===== config.mk =====
export PLATFORM = sky130hd
export DESIGN_NAME = ts_packetizer
export DESIGN_NICKNAME = d
export VERILOG_FILES = /design/src/rtl/tsp_pkg.sv /design/src/rtl/tsp_chunk_buf.sv /design/src/rtl/tsp_hdr_sel.sv /design/src/rtl/tsp_ctrl.sv /design/src/rtl/ts_packetizer.sv
export SDC_FILE = /design/constraint.sdc
export NUM_CORES = 1
export LEC_CHECK = 0
export CORE_MARGIN = 1.5
export CORE_UTILIZATION = 50
export DETAILED_ROUTE_END_ITERATION = 10
export GPL_TIMING_DRIVEN = 0
export PLACE_DENSITY = 0.69
export RECOVER_POWER = 100
export SKIP_CTS_REPAIR_TIMING = 1
export SLEW_MARGIN = 20
export SYNTH_ARGS = -nofsm -noshare
export SYNTH_HDL_FRONTEND = slang
export SYNTH_SLANG_ARGS = --single-unit

===== constraint.sdc =====
create_clock -name clk -period 4 [get_ports clk]
set_clock_uncertainty 0.1 [all_clocks]
set_input_delay 0.6 -clock clk [delete_from_list [all_inputs] [get_ports clk]]
set_output_delay 0.6 -clock clk [all_outputs]
set_load 0.005 [all_outputs]

===== src/rtl/tsp_pkg.sv =====
package tsp_pkg;

  typedef struct packed {
    logic [31:0] slice_id;
    logic [15:0] index;
    logic [15:0] len_bytes;
  } tsp_hdr_t;

  typedef enum logic {
    ST_FILL  = 1'b0,
    ST_DRAIN = 1'b1
  } tsp_state_e;

  typedef enum logic [1:0] {
    SRC_HDR  = 2'd0,
    SRC_INFO = 2'd1,
    SRC_BUF  = 2'd2
  } tsp_src_e;

endpackage


===== src/rtl/tsp_chunk_buf.sv =====
module tsp_chunk_buf #(
  parameter int DATA_W = 32,
  parameter int DEPTH  = 16,
  localparam int AW    = (DEPTH > 1) ? $clog2(DEPTH) : 1
) (
  input  logic              clk,
  input  logic              wr_en,
  input  logic [AW-1:0]     wr_addr,
  input  logic [DATA_W-1:0] wr_data,
  input  logic [AW-1:0]     rd_addr,
  output logic [DATA_W-1:0] rd_data
);

  logic [DATA_W-1:0] mem [DEPTH];

  always_ff @(posedge clk) begin
    if (wr_en) mem[wr_addr] <= wr_data;
  end

  assign rd_data = mem[rd_addr];

endmodule


===== src/rtl/tsp_hdr_sel.sv =====
module tsp_hdr_sel
  import tsp_pkg::*;
#(
  parameter int DATA_W    = 32,
  parameter int HDR_WORDS = 2,
  localparam int HIW      = (HDR_WORDS > 1) ? $clog2(HDR_WORDS) : 1,
  localparam int EXT_W    = HDR_WORDS * DATA_W
) (
  input  tsp_hdr_t          hdr,
  input  logic [HIW-1:0]    sel,
  output logic [DATA_W-1:0] word
);

  logic [EXT_W-1:0]  hdr_ext;
  logic [DATA_W-1:0] words [HDR_WORDS];

  // header left-aligned, zero padding in the tail of the last word
  assign hdr_ext = EXT_W'(hdr) << (EXT_W - 64);

  for (genvar g = 0; g < HDR_WORDS; g++) begin : g_word
    assign words[g] = hdr_ext[(HDR_WORDS-1-g)*DATA_W +: DATA_W];
  end

  assign word = words[sel];

endmodule


===== src/rtl/tsp_ctrl.sv =====
module tsp_ctrl
  import tsp_pkg::*;
#(
  parameter int DATA_W      = 32,
  parameter int CHUNK_WORDS = 16,
  parameter int HDR_WORDS   = 2,
  localparam int CW_W  = $clog2(CHUNK_WORDS + 1),
  localparam int POS_W = $clog2(HDR_WORDS + CHUNK_WORDS + 1),
  localparam int AW    = (CHUNK_WORDS > 1) ? $clog2(CHUNK_WORDS) : 1,
  localparam int HIW   = (HDR_WORDS > 1) ? $clog2(HDR_WORDS) : 1,
  localparam int BPW   = DATA_W / 8
) (
  input  logic              clk,
  input  logic              rst_n,
  input  logic              s_valid,
  output logic              s_ready,
  input  logic              s_last,
  input  logic [31:0]       s_slice_id,
  input  logic [DATA_W-1:0] s_info,
  output logic              m_valid,
  input  logic              m_ready,
  output logic              m_sop,
  output logic              m_eop,
  output tsp_hdr_t          hdr,
  output logic [HIW-1:0]    hdr_sel,
  output tsp_src_e          src_sel,
  output logic [DATA_W-1:0] info,
  output logic              wr_en,
  output logic [AW-1:0]     wr_addr,
  output logic [AW-1:0]     rd_addr
);

  tsp_state_e        state;
  logic [CW_W-1:0]   cnt;
  logic              slice_open;
  logic              has_info;
  logic [31:0]       cur_slice;
  logic [DATA_W-1:0] cur_info;
  logic [15:0]       pkt_idx;
  logic [POS_W-1:0]  pos;

  logic              accept, starts_slice, info_eff, close, beat, at_last;
  logic [CW_W-1:0]   cap;
  logic [POS_W-1:0]  plen_words, last_pos;

  assign s_ready      = (state == ST_FILL);
  assign m_valid      = (state == ST_DRAIN);
  assign accept       = s_ready && s_valid;
  assign starts_slice = !slice_open;
  assign info_eff     = starts_slice || has_info;
  assign cap          = info_eff ? CW_W'(CHUNK_WORDS - 1) : CW_W'(CHUNK_WORDS);
  assign close        = accept && (s_last || ((cnt + CW_W'(1)) == cap));

  assign plen_words   = POS_W'(cnt) + POS_W'(has_info);
  assign last_pos     = POS_W'(HDR_WORDS) + plen_words - POS_W'(1);
  assign beat         = m_valid && m_ready;
  assign at_last      = (pos == last_pos);

  assign m_sop        = m_valid && (pos == '0);
  assign m_eop        = m_valid && at_last;

  assign hdr.slice_id  = cur_slice;
  assign hdr.index     = pkt_idx;
  assign hdr.len_bytes = 16'(plen_words) * 16'(BPW);
  assign hdr_sel       = HIW'(pos);
  assign info          = cur_info;

  always_comb begin
    if (pos < POS_W'(HDR_WORDS))                        src_sel = SRC_HDR;
    else if (has_info && (pos == POS_W'(HDR_WORDS)))    src_sel = SRC_INFO;
    else                                                src_sel = SRC_BUF;
  end

  assign rd_addr = AW'(pos - POS_W'(HDR_WORDS) - POS_W'(has_info));
  assign wr_en   = accept;
  assign wr_addr = AW'(cnt);

  always_ff @(posedge clk or negedge rst_n) begin
    if (!rst_n) begin
      state      <= ST_FILL;
      cnt        <= '0;
      slice_open <= 1'b0;
      has_info   <= 1'b0;
      cur_slice  <= '0;
      cur_info   <= '0;
      pkt_idx    <= '0;
      pos        <= '0;
    end else if (state == ST_FILL) begin
      if (accept) begin
        cnt <= cnt + CW_W'(1);
        if (starts_slice) begin
          cur_slice  <= s_slice_id;
          cur_info   <= s_info;
          has_info   <= 1'b1;
          pkt_idx    <= '0;
          slice_open <= 1'b1;
        end
        if (close) begin
          state <= ST_DRAIN;
          pos   <= '0;
          if (s_last) slice_open <= 1'b0;
        end
      end
    end else if (beat) begin
      if (at_last) begin
        state    <= ST_FILL;
        cnt      <= '0;
        has_info <= 1'b0;
        pkt_idx  <= pkt_idx + 16'd1;
      end else begin
        pos <= pos + POS_W'(1);
      end
    end
  end

  // payload including the info word stays within one chunk
  a_r4_chunk_cap: assert property (@(posedge clk) disable iff (!rst_n)
    plen_words <= POS_W'(CHUNK_WORDS));

  // an info word is only ever pending for the first packet of a slice
  a_r3_info_first_only: assert property (@(posedge clk) disable iff (!rst_n)
    has_info |-> (pkt_idx == 16'd0));

  // each finished packet advances the index by one
  a_r6_index_step: assert property (@(posedge clk) disable iff (!rst_n)
    (beat && m_eop) |=> (pkt_idx == $past(pkt_idx) + 16'd1));

  // the last word of a slice closes the packet at once
  a_r5_slice_close: assert property (@(posedge clk) disable iff (!rst_n)
    (accept && s_last) |=> (m_valid && m_sop));

  // after the end-of-packet word is taken, output goes idle
  a_r8_eop_ends: assert property (@(posedge clk) disable iff (!rst_n)
    (beat && m_eop) |=> !m_valid);

endmodule


===== src/rtl/ts_packetizer.sv =====
module ts_packetizer
  import tsp_pkg::*;
#(
  parameter int DATA_W            = 32,
  parameter int MAX_PAYLOAD_BYTES = 64,
  localparam int BPW         = DATA_W / 8,
  localparam int CHUNK_WORDS = MAX_PAYLOAD_BYTES / BPW,
  localparam int HDR_WORDS   = (64 + DATA_W - 1) / DATA_W,
  localparam int AW          = (CHUNK_WORDS > 1) ? $clog2(CHUNK_WORDS) : 1,
  localparam int HIW         = (HDR_WORDS > 1) ? $clog2(HDR_WORDS) : 1
) (
  input  logic              clk,
  input  logic              rst_n,
  input  logic              s_valid,
  output logic              s_ready,
  input  logic [DATA_W-1:0] s_data,
  input  logic              s_last,
  input  logic [31:0]       s_slice_id,
  input  logic [DATA_W-1:0] s_info,
  output logic              m_valid,
  input  logic              m_ready,
  output logic [DATA_W-1:0] m_data,
  output logic              m_sop,
  output logic              m_eop
);

  tsp_hdr_t          hdr;
  logic [HIW-1:0]    hdr_sel;
  tsp_src_e          src_sel;
  logic [DATA_W-1:0] info, hdr_word, buf_word;
  logic              wr_en;
  logic [AW-1:0]     wr_addr, rd_addr;

  tsp_ctrl #(
    .DATA_W(DATA_W), .CHUNK_WORDS(CHUNK_WORDS), .HDR_WORDS(HDR_WORDS)
  ) u_ctrl (
    .clk(clk), .rst_n(rst_n),
    .s_valid(s_valid), .s_ready(s_ready), .s_last(s_last),
    .s_slice_id(s_slice_id), .s_info(s_info),
    .m_valid(m_valid), .m_ready(m_ready), .m_sop(m_sop), .m_eop(m_eop),
    .hdr(hdr), .hdr_sel(hdr_sel), .src_sel(src_sel), .info(info),
    .wr_en(wr_en), .wr_addr(wr_addr), .rd_addr(rd_addr)
  );

  tsp_chunk_buf #(.DATA_W(DATA_W), .DEPTH(CHUNK_WORDS)) u_buf (
    .clk(clk), .wr_en(wr_en), .wr_addr(wr_addr), .wr_data(s_data),
    .rd_addr(rd_addr), .rd_data(buf_word)
  );

  tsp_hdr_sel #(.DATA_W(DATA_W), .HDR_WORDS(HDR_WORDS)) u_hdr (
    .hdr(hdr), .sel(hdr_sel), .word(hdr_word)
  );

  always_comb begin
    unique case (src_sel)
      SRC_HDR:  m_data = hdr_word;
      SRC_INFO: m_data = info;
      default:  m_data = buf_word;
    endcase
  end

  // a stalled output word holds until taken
  a_r9_hold_on_stall: assert property (@(posedge clk) disable iff (!rst_n)
    (m_valid && !m_ready) |=> (m_valid && $stable(m_data) && $stable(m_sop) && $stable(m_eop)));

endmodule


Word-level counts from Yosys, hierarchy flattened

Memory sizes are Yosys's and may differ from the RTL's.
Index checks and enable logic that the tools add are counted.

Bits in writable memories: 512
Memories: 1
Register bits: 93
Input port bits: 101

Memories:

| name      | words | width | rd ports | clocked after Yosys merged registers in | write ports | line                | RTL |
|---|---|---|---|---|---|---|---|
| u_buf.mem | 16    | 32    | 1        | 0                                       | 1           | tsp_chunk_buf.sv:14 | `logic [DATA_W-1:0] mem [DEPTH];` |

Bitwise logic cells: 3
Magnitude comparators: 2
$add $sub $neg: 8
Reductions and logical operators: 18
Equality and inequality tests: 8
Multiplexer cells: 35

Operators by type and width:

| cell                                                                  | count |
|---|---|
| 32-bit 2-to-1 mux                                                     | 3 |
| 16-bit 2-to-1 mux                                                     | 5 |
| 32-bit case mux with 2 select lines                                   | 1 |
| 5-bit 2-to-1 mux                                                      | 10 |
| 16-bit by 1-bit adder with 16-bit output, second input constant       | 1 |
| 1-bit 2-to-1 mux                                                      | 14 |
| 5-bit by 1-bit adder with 5-bit output, second input constant         | 2 |
| 5-bit equality test                                                   | 2 |
| 4-bit AND reduction                                                   | 2 |
| 1-bit logical AND                                                     | 6 |
| 2-bit != test, second input constant                                  | 3 |
| 3-bit AND reduction                                                   | 2 |
| 2-bit by 5-bit adder with 5-bit output, first input constant          | 1 |
| 5-bit by 1-bit adder with 5-bit output                                | 1 |
| 5-bit by 2-bit equality test with 1-bit output, second input constant | 1 |
| 5-bit logical NOT                                                     | 1 |
| 5-bit by 2-bit < comparator with 1-bit output, second input constant  | 1 |
| 5-bit by 1-bit subtractor with 5-bit output, second input constant    | 1 |
| 2-bit 2-to-1 mux                                                      | 2 |
| 2-bit nonzero test                                                    | 2 |
| 4-bit by 1-bit subtractor with 4-bit output                           | 1 |
| 4-bit by 2-bit subtractor with 4-bit output, second input constant    | 1 |
| 2-bit by 1-bit equality test with 1-bit output, second input constant | 1 |
| 2-bit >= comparator, second input constant                            | 1 |
| other kinds (7)                                                       | 9 |

Logic depth before layout (Yosys ltp)

Depth in word-level cells: 9
Gate-level depth with buffers: 13

Cells and area by module

From an unflattened synthesis, not the netlist that was laid out.

Cells, all modules: 1323
Area, all modules: 24972.7 sq um

Modules (own cells, without submodules):

| module        | cells each | instances | area an instance (sq um) |
|---|---|---|---|
| tsp_chunk_buf | 806        | 1         | 19194.7 |
| tsp_ctrl      | 374        | 1         | 4519.3 |
| ts_packetizer | 107        | 1         | 714.4 |
| tsp_hdr_sel   | 36         | 1         | 544.3 |

Worst setup path before layout

Ideal clock, no wire load.

Kind: input -> register
Start point: input port s_valid
End point: memory u_buf.mem[0][0] (enable)
Library setup time: 0.461 ns
Required time: 3.439 ns
Slack: 0.222 ns
Arrival time: 3.217 ns
Stages on the path: 4
Cell sequence: inv_1 nor2_1 nand2_1 nor3_1

Word-level cells in the longest chain between the ends: 3

RTL lines:

| item                                   | line                | RTL |
|---|---|---|
| start: declaration                     | ts_packetizer.sv:14 | `input logic s_valid,` |
| 1-bit logical AND                      | tsp_ctrl.sv:48      | `assign accept = s_ready && s_valid;` |
| 1-bit 2-to-1 mux                       | tsp_chunk_buf.sv:17 | `if (wr_en) mem[wr_addr] <= wr_data;` |
| 1-bit 2-to-1 mux (implied by the code) | tsp_chunk_buf.sv:17 |  |
| end: declaration                       | tsp_chunk_buf.sv:14 |  |

No other way between the ends.

Final worst setup path

Start point: register u_ctrl.pos[0]
End point: output port m_data[22]

Word-level cells in the longest chain between the ends: 6

RTL lines:

| item                                                       | line                | RTL |
|---|---|---|
| start: declaration                                         | tsp_ctrl.sv:40      | `logic [POS_W-1:0] pos;` |
| start signal: assignment                                   | tsp_ctrl.sv:111     | `pos <= pos + POS_W'(1);` |
| branches (longest 5 deep; another with memory 16 x 32 bit) | --                  |  |
| 32-bit case mux with 2 select lines (*)                    | ts_packetizer.sv:55 | `unique case (src_sel)` |
| end: declaration                                           | ts_packetizer.sv:22 | `output logic [DATA_W-1:0] m_data,` |

Every way passes the cells marked *. The select of a mux whose other input is x is not followed.

==> results.md <==
* Final RePlAce weighted congestion at 0.898
* RSZ-0062 raised after global routing: yes
* Setup TNS at -2.45 ns
* Layout cells sized above 1 at 33.4%
* Core ar. at 47900 um2
* Power per cell area at 913 nW/um2
* Most frequent cells after synthesis: 512 x edfxtp_1, 160 x mux4_2, 93 x dfrtp_1
* Port Buf Inserts at 136
* CTS Buf Count at 59
* Post-Syn Nets at 1356
* Total track usage at 24.6%
* Worst Path Class, Setup: register to output port
* Min-Delay Startpoint: u_ctrl.cur_slice[21]
* Nets@finish at 1664
* DR vias/cell at 6.21
* Total wire length at 63700 um
* Reg-to-Reg End: u_buf.mem[15][31]
* Post-Syn Area at 24400 um2
* Vias in the first global route at 13637
* Area of the multi-input gates at 6470 um2
* Reg2Reg Setup Slack at 0 ns
* Max Cap Viol at 5
* Root buffer cell: clkbuf_16
* Failing checks: max-capacitance violations, max-slew violations, negative setup slack
* Seq cells post-synth at 605
* Max Root-Sink Buffers at 3
* Pin count of the biggest net entering global routing at 72
* Top-count cell post-synth: edfxtp_1
* Worst Path Required at 3.30 ns
* Hold EP: u_ctrl.cur_slice[21]
* Starting Density at 51.0%
* R2R depth at 5
* Grt ovf at 0
* Synth cell types at 54
* I/O pin count at 137
* Clk Latency, worst-skew pair at 0.61 ns
* Reg area at 17700 um2
* Yosys top cell by area: edfxtp_1
* Sequential share of the synthesized area at 72.5%
* Rel. slew slack at -21.3%
* Yosys warnings at 0
* Peak Freq at 0.241 GHz
* Worst r2r src: u_ctrl.cnt[1]
* Worst min path class: register to register
* Ys async rst share at 15.4%
* Reg clk slew, reported paths at 0.06 ns
* Placed cell area at 27400 um2
* CTS tree: yes
* Hold Worst Slack at 0.409 ns
* Initial DRC count at 1594
* Minimum clock period at 4.14 ns
* Post-Route Utilization at 62.9%
* Synth Flop Type: edfxtp_1
* Die area at 50200 um2
* Crit path DAT at 3.44 ns
* Cells after Synth at 1242
* Die width at 224 um
* Setup crit end kind: output port
* P_leak at 10.4 nW
* Remaining DRCs at 0
* Via Count at 13744
* VDD IR max at 0.000564 V
* Detailed placement HPWL at 39900 um
* Status: finished, violations left
* Crit share post-route at 104%
* Post-DRT Antenna Nets at 0
* Clk sinks at 605
* Rows at 80
* Post-synth top area share at 62.9%
* Setup Viol. Count Final at 43
* Antenna diode count at 0
* Final Hold Viols at 0
* Global-route wire length before repair at 88900 um
* Initial antenna violation count at 6
* Final instance area at 30200 um2
* Post-DR wirelength/cell at 28.8 um
* DRT Pass-1 Iters at 5
* CP Max Fanout at 5
* Crit path setup slack, layout at -0.145 ns
* Clock H-tree levels at 2
* Filler Cell Count at 3232
* Post-synth EDFFs at 512
* Top cells by area, synth: edfxtp_1 63%, mux4_2 15%, dfrtp_1 9.5%
* Worst Setup Start Kind: register
* Least-Margin Pin Slew at 1.82 ns
* Hold path depth at 1
* Die height at 224 um
* Max-slew violations at 113
* Avg Cell Area, Syn at 19.7 um2
* Layout area overhead at 23.5%
* Pre-CTS setup slack at -1.15 ns
[cells in the final DEF, fill, tap and decap left out, types with 18 or more instances in the layout]
cell type        count
edfxtp_1           512
clkbuf_16           61
inv_2               25
buf_4               42
clkdlybuf4s50_1     68
mux2i_1             18
nor2_1              34
buf_6               19
dfrtp_1             91
buf_2               24
clkbuf_2            21
clkbuf_1            52
buf_12              29
mux4_2             160
dlygate4sd3_1       35
nand2_1             49
o21ai_1             29
mux2_2              64
nand3_1             21
[worst max-delay path: stages (launching register included)]
cell and delay (ns):
dfrtp_1 0.41, inv_2 0.07, ha_4 0.33, clkbuf_16 0.17, buf_12 0.11, buf_16 0.12
buf_6 0.10, buf_6 0.11, mux4_2 0.50, mux4_2 0.55, inv_2 0.09, o221ai_2 0.10
buf_2 0.17
[how the worst max path moves through the flow]
stage / startpoint / endpoint / slack (ns) / cells past startpoint
2_1_floorplan: s_valid / u_buf.mem[0][0] / 0.22 / 4
3_5_place_dp: u_ctrl.pos[0] / m_data[3] / -1.15 / 14
6_report: u_ctrl.pos[0] / m_data[22] / -0.14 / 12
5_1_grt: u_ctrl.pos[0] / m_data[22] / -0.23 / 12
3_3_place_gp: s_valid / u_buf.mem[1][31] / -3.80 / 5
4_1_cts: u_ctrl.pos[0] / m_data[3] / -1.82 / 14
[routing by layer]
| metal | part of all wire (%) | track usage, % | up-vias |
|---|---|---|---|
| met1 | 40 | 34.6 | 7221 |
| met3 | 9.2 | 5.68 | 130 |
| met5 | 0.094 | 0 | - |
| met2 | 48 | 39.0 | 705 |
| li1 | - | - | 5678 |
| met4 | 2.7 | 6.56 | 10 |
[state kept, by name, summed over array words and instances, names as in the netlist]
name	flops
u_buf.mem	512
u_ctrl.cur_slice	32
u_ctrl.pos	5
u_ctrl.slice_open	1
u_ctrl.info	32
u_ctrl.m_valid	1
u_ctrl.cnt	5
u_ctrl.pkt_idx	16
u_ctrl.has_info	1
[through the flow]
step | total power, W | instances
4_1_cts | 0.0249 | 2147
3_5_place_dp | 0.0194 | 2037
2_1_floorplan | 0.0148 | 1242
5_1_grt | 0.0286 | 2214
3_3_place_gp | 0.0191 | 1993
6_report | 0.0276 | 2214
[cell families (layout without fill, tap and decap cells)]
group                      Yosys count  count (layout)  share of synthesized area [%]
adders and majority gates           13              13                          0.666
muxes                              243             243                           18.5
DFF                                605             605                           72.5
and+or+nand+nor                    149             149                           2.96
buffers and inverters              110             467                           1.88
xor gates and xnor gates            16              16                          0.574
AOI/OAI and AO/OA                  106             106                           2.98
[layout make-up]
class	count	area share, %
Sequential cell	605	58.7
Tap cell	615	2.55
Buffer	67	2.72
Timing Repair Buffer	248	7.73
Inverter	42	0.522
Clock inverter	36	1.17
Multi-Input combinational cell	527	21.4
Clock buffer	74	5.21
[power by group]
| group | total [W] | internal, W | switching [W] |
|---|---|---|---|
| Sequential | 0.00770 | 0.00739 | 0.000312 |
| Clock | 0.00553 | 0.00317 | 0.00236 |
| Combinational | 0.0143 | 0.00763 | 0.00670 |
(Power assumes the default switching activity.)
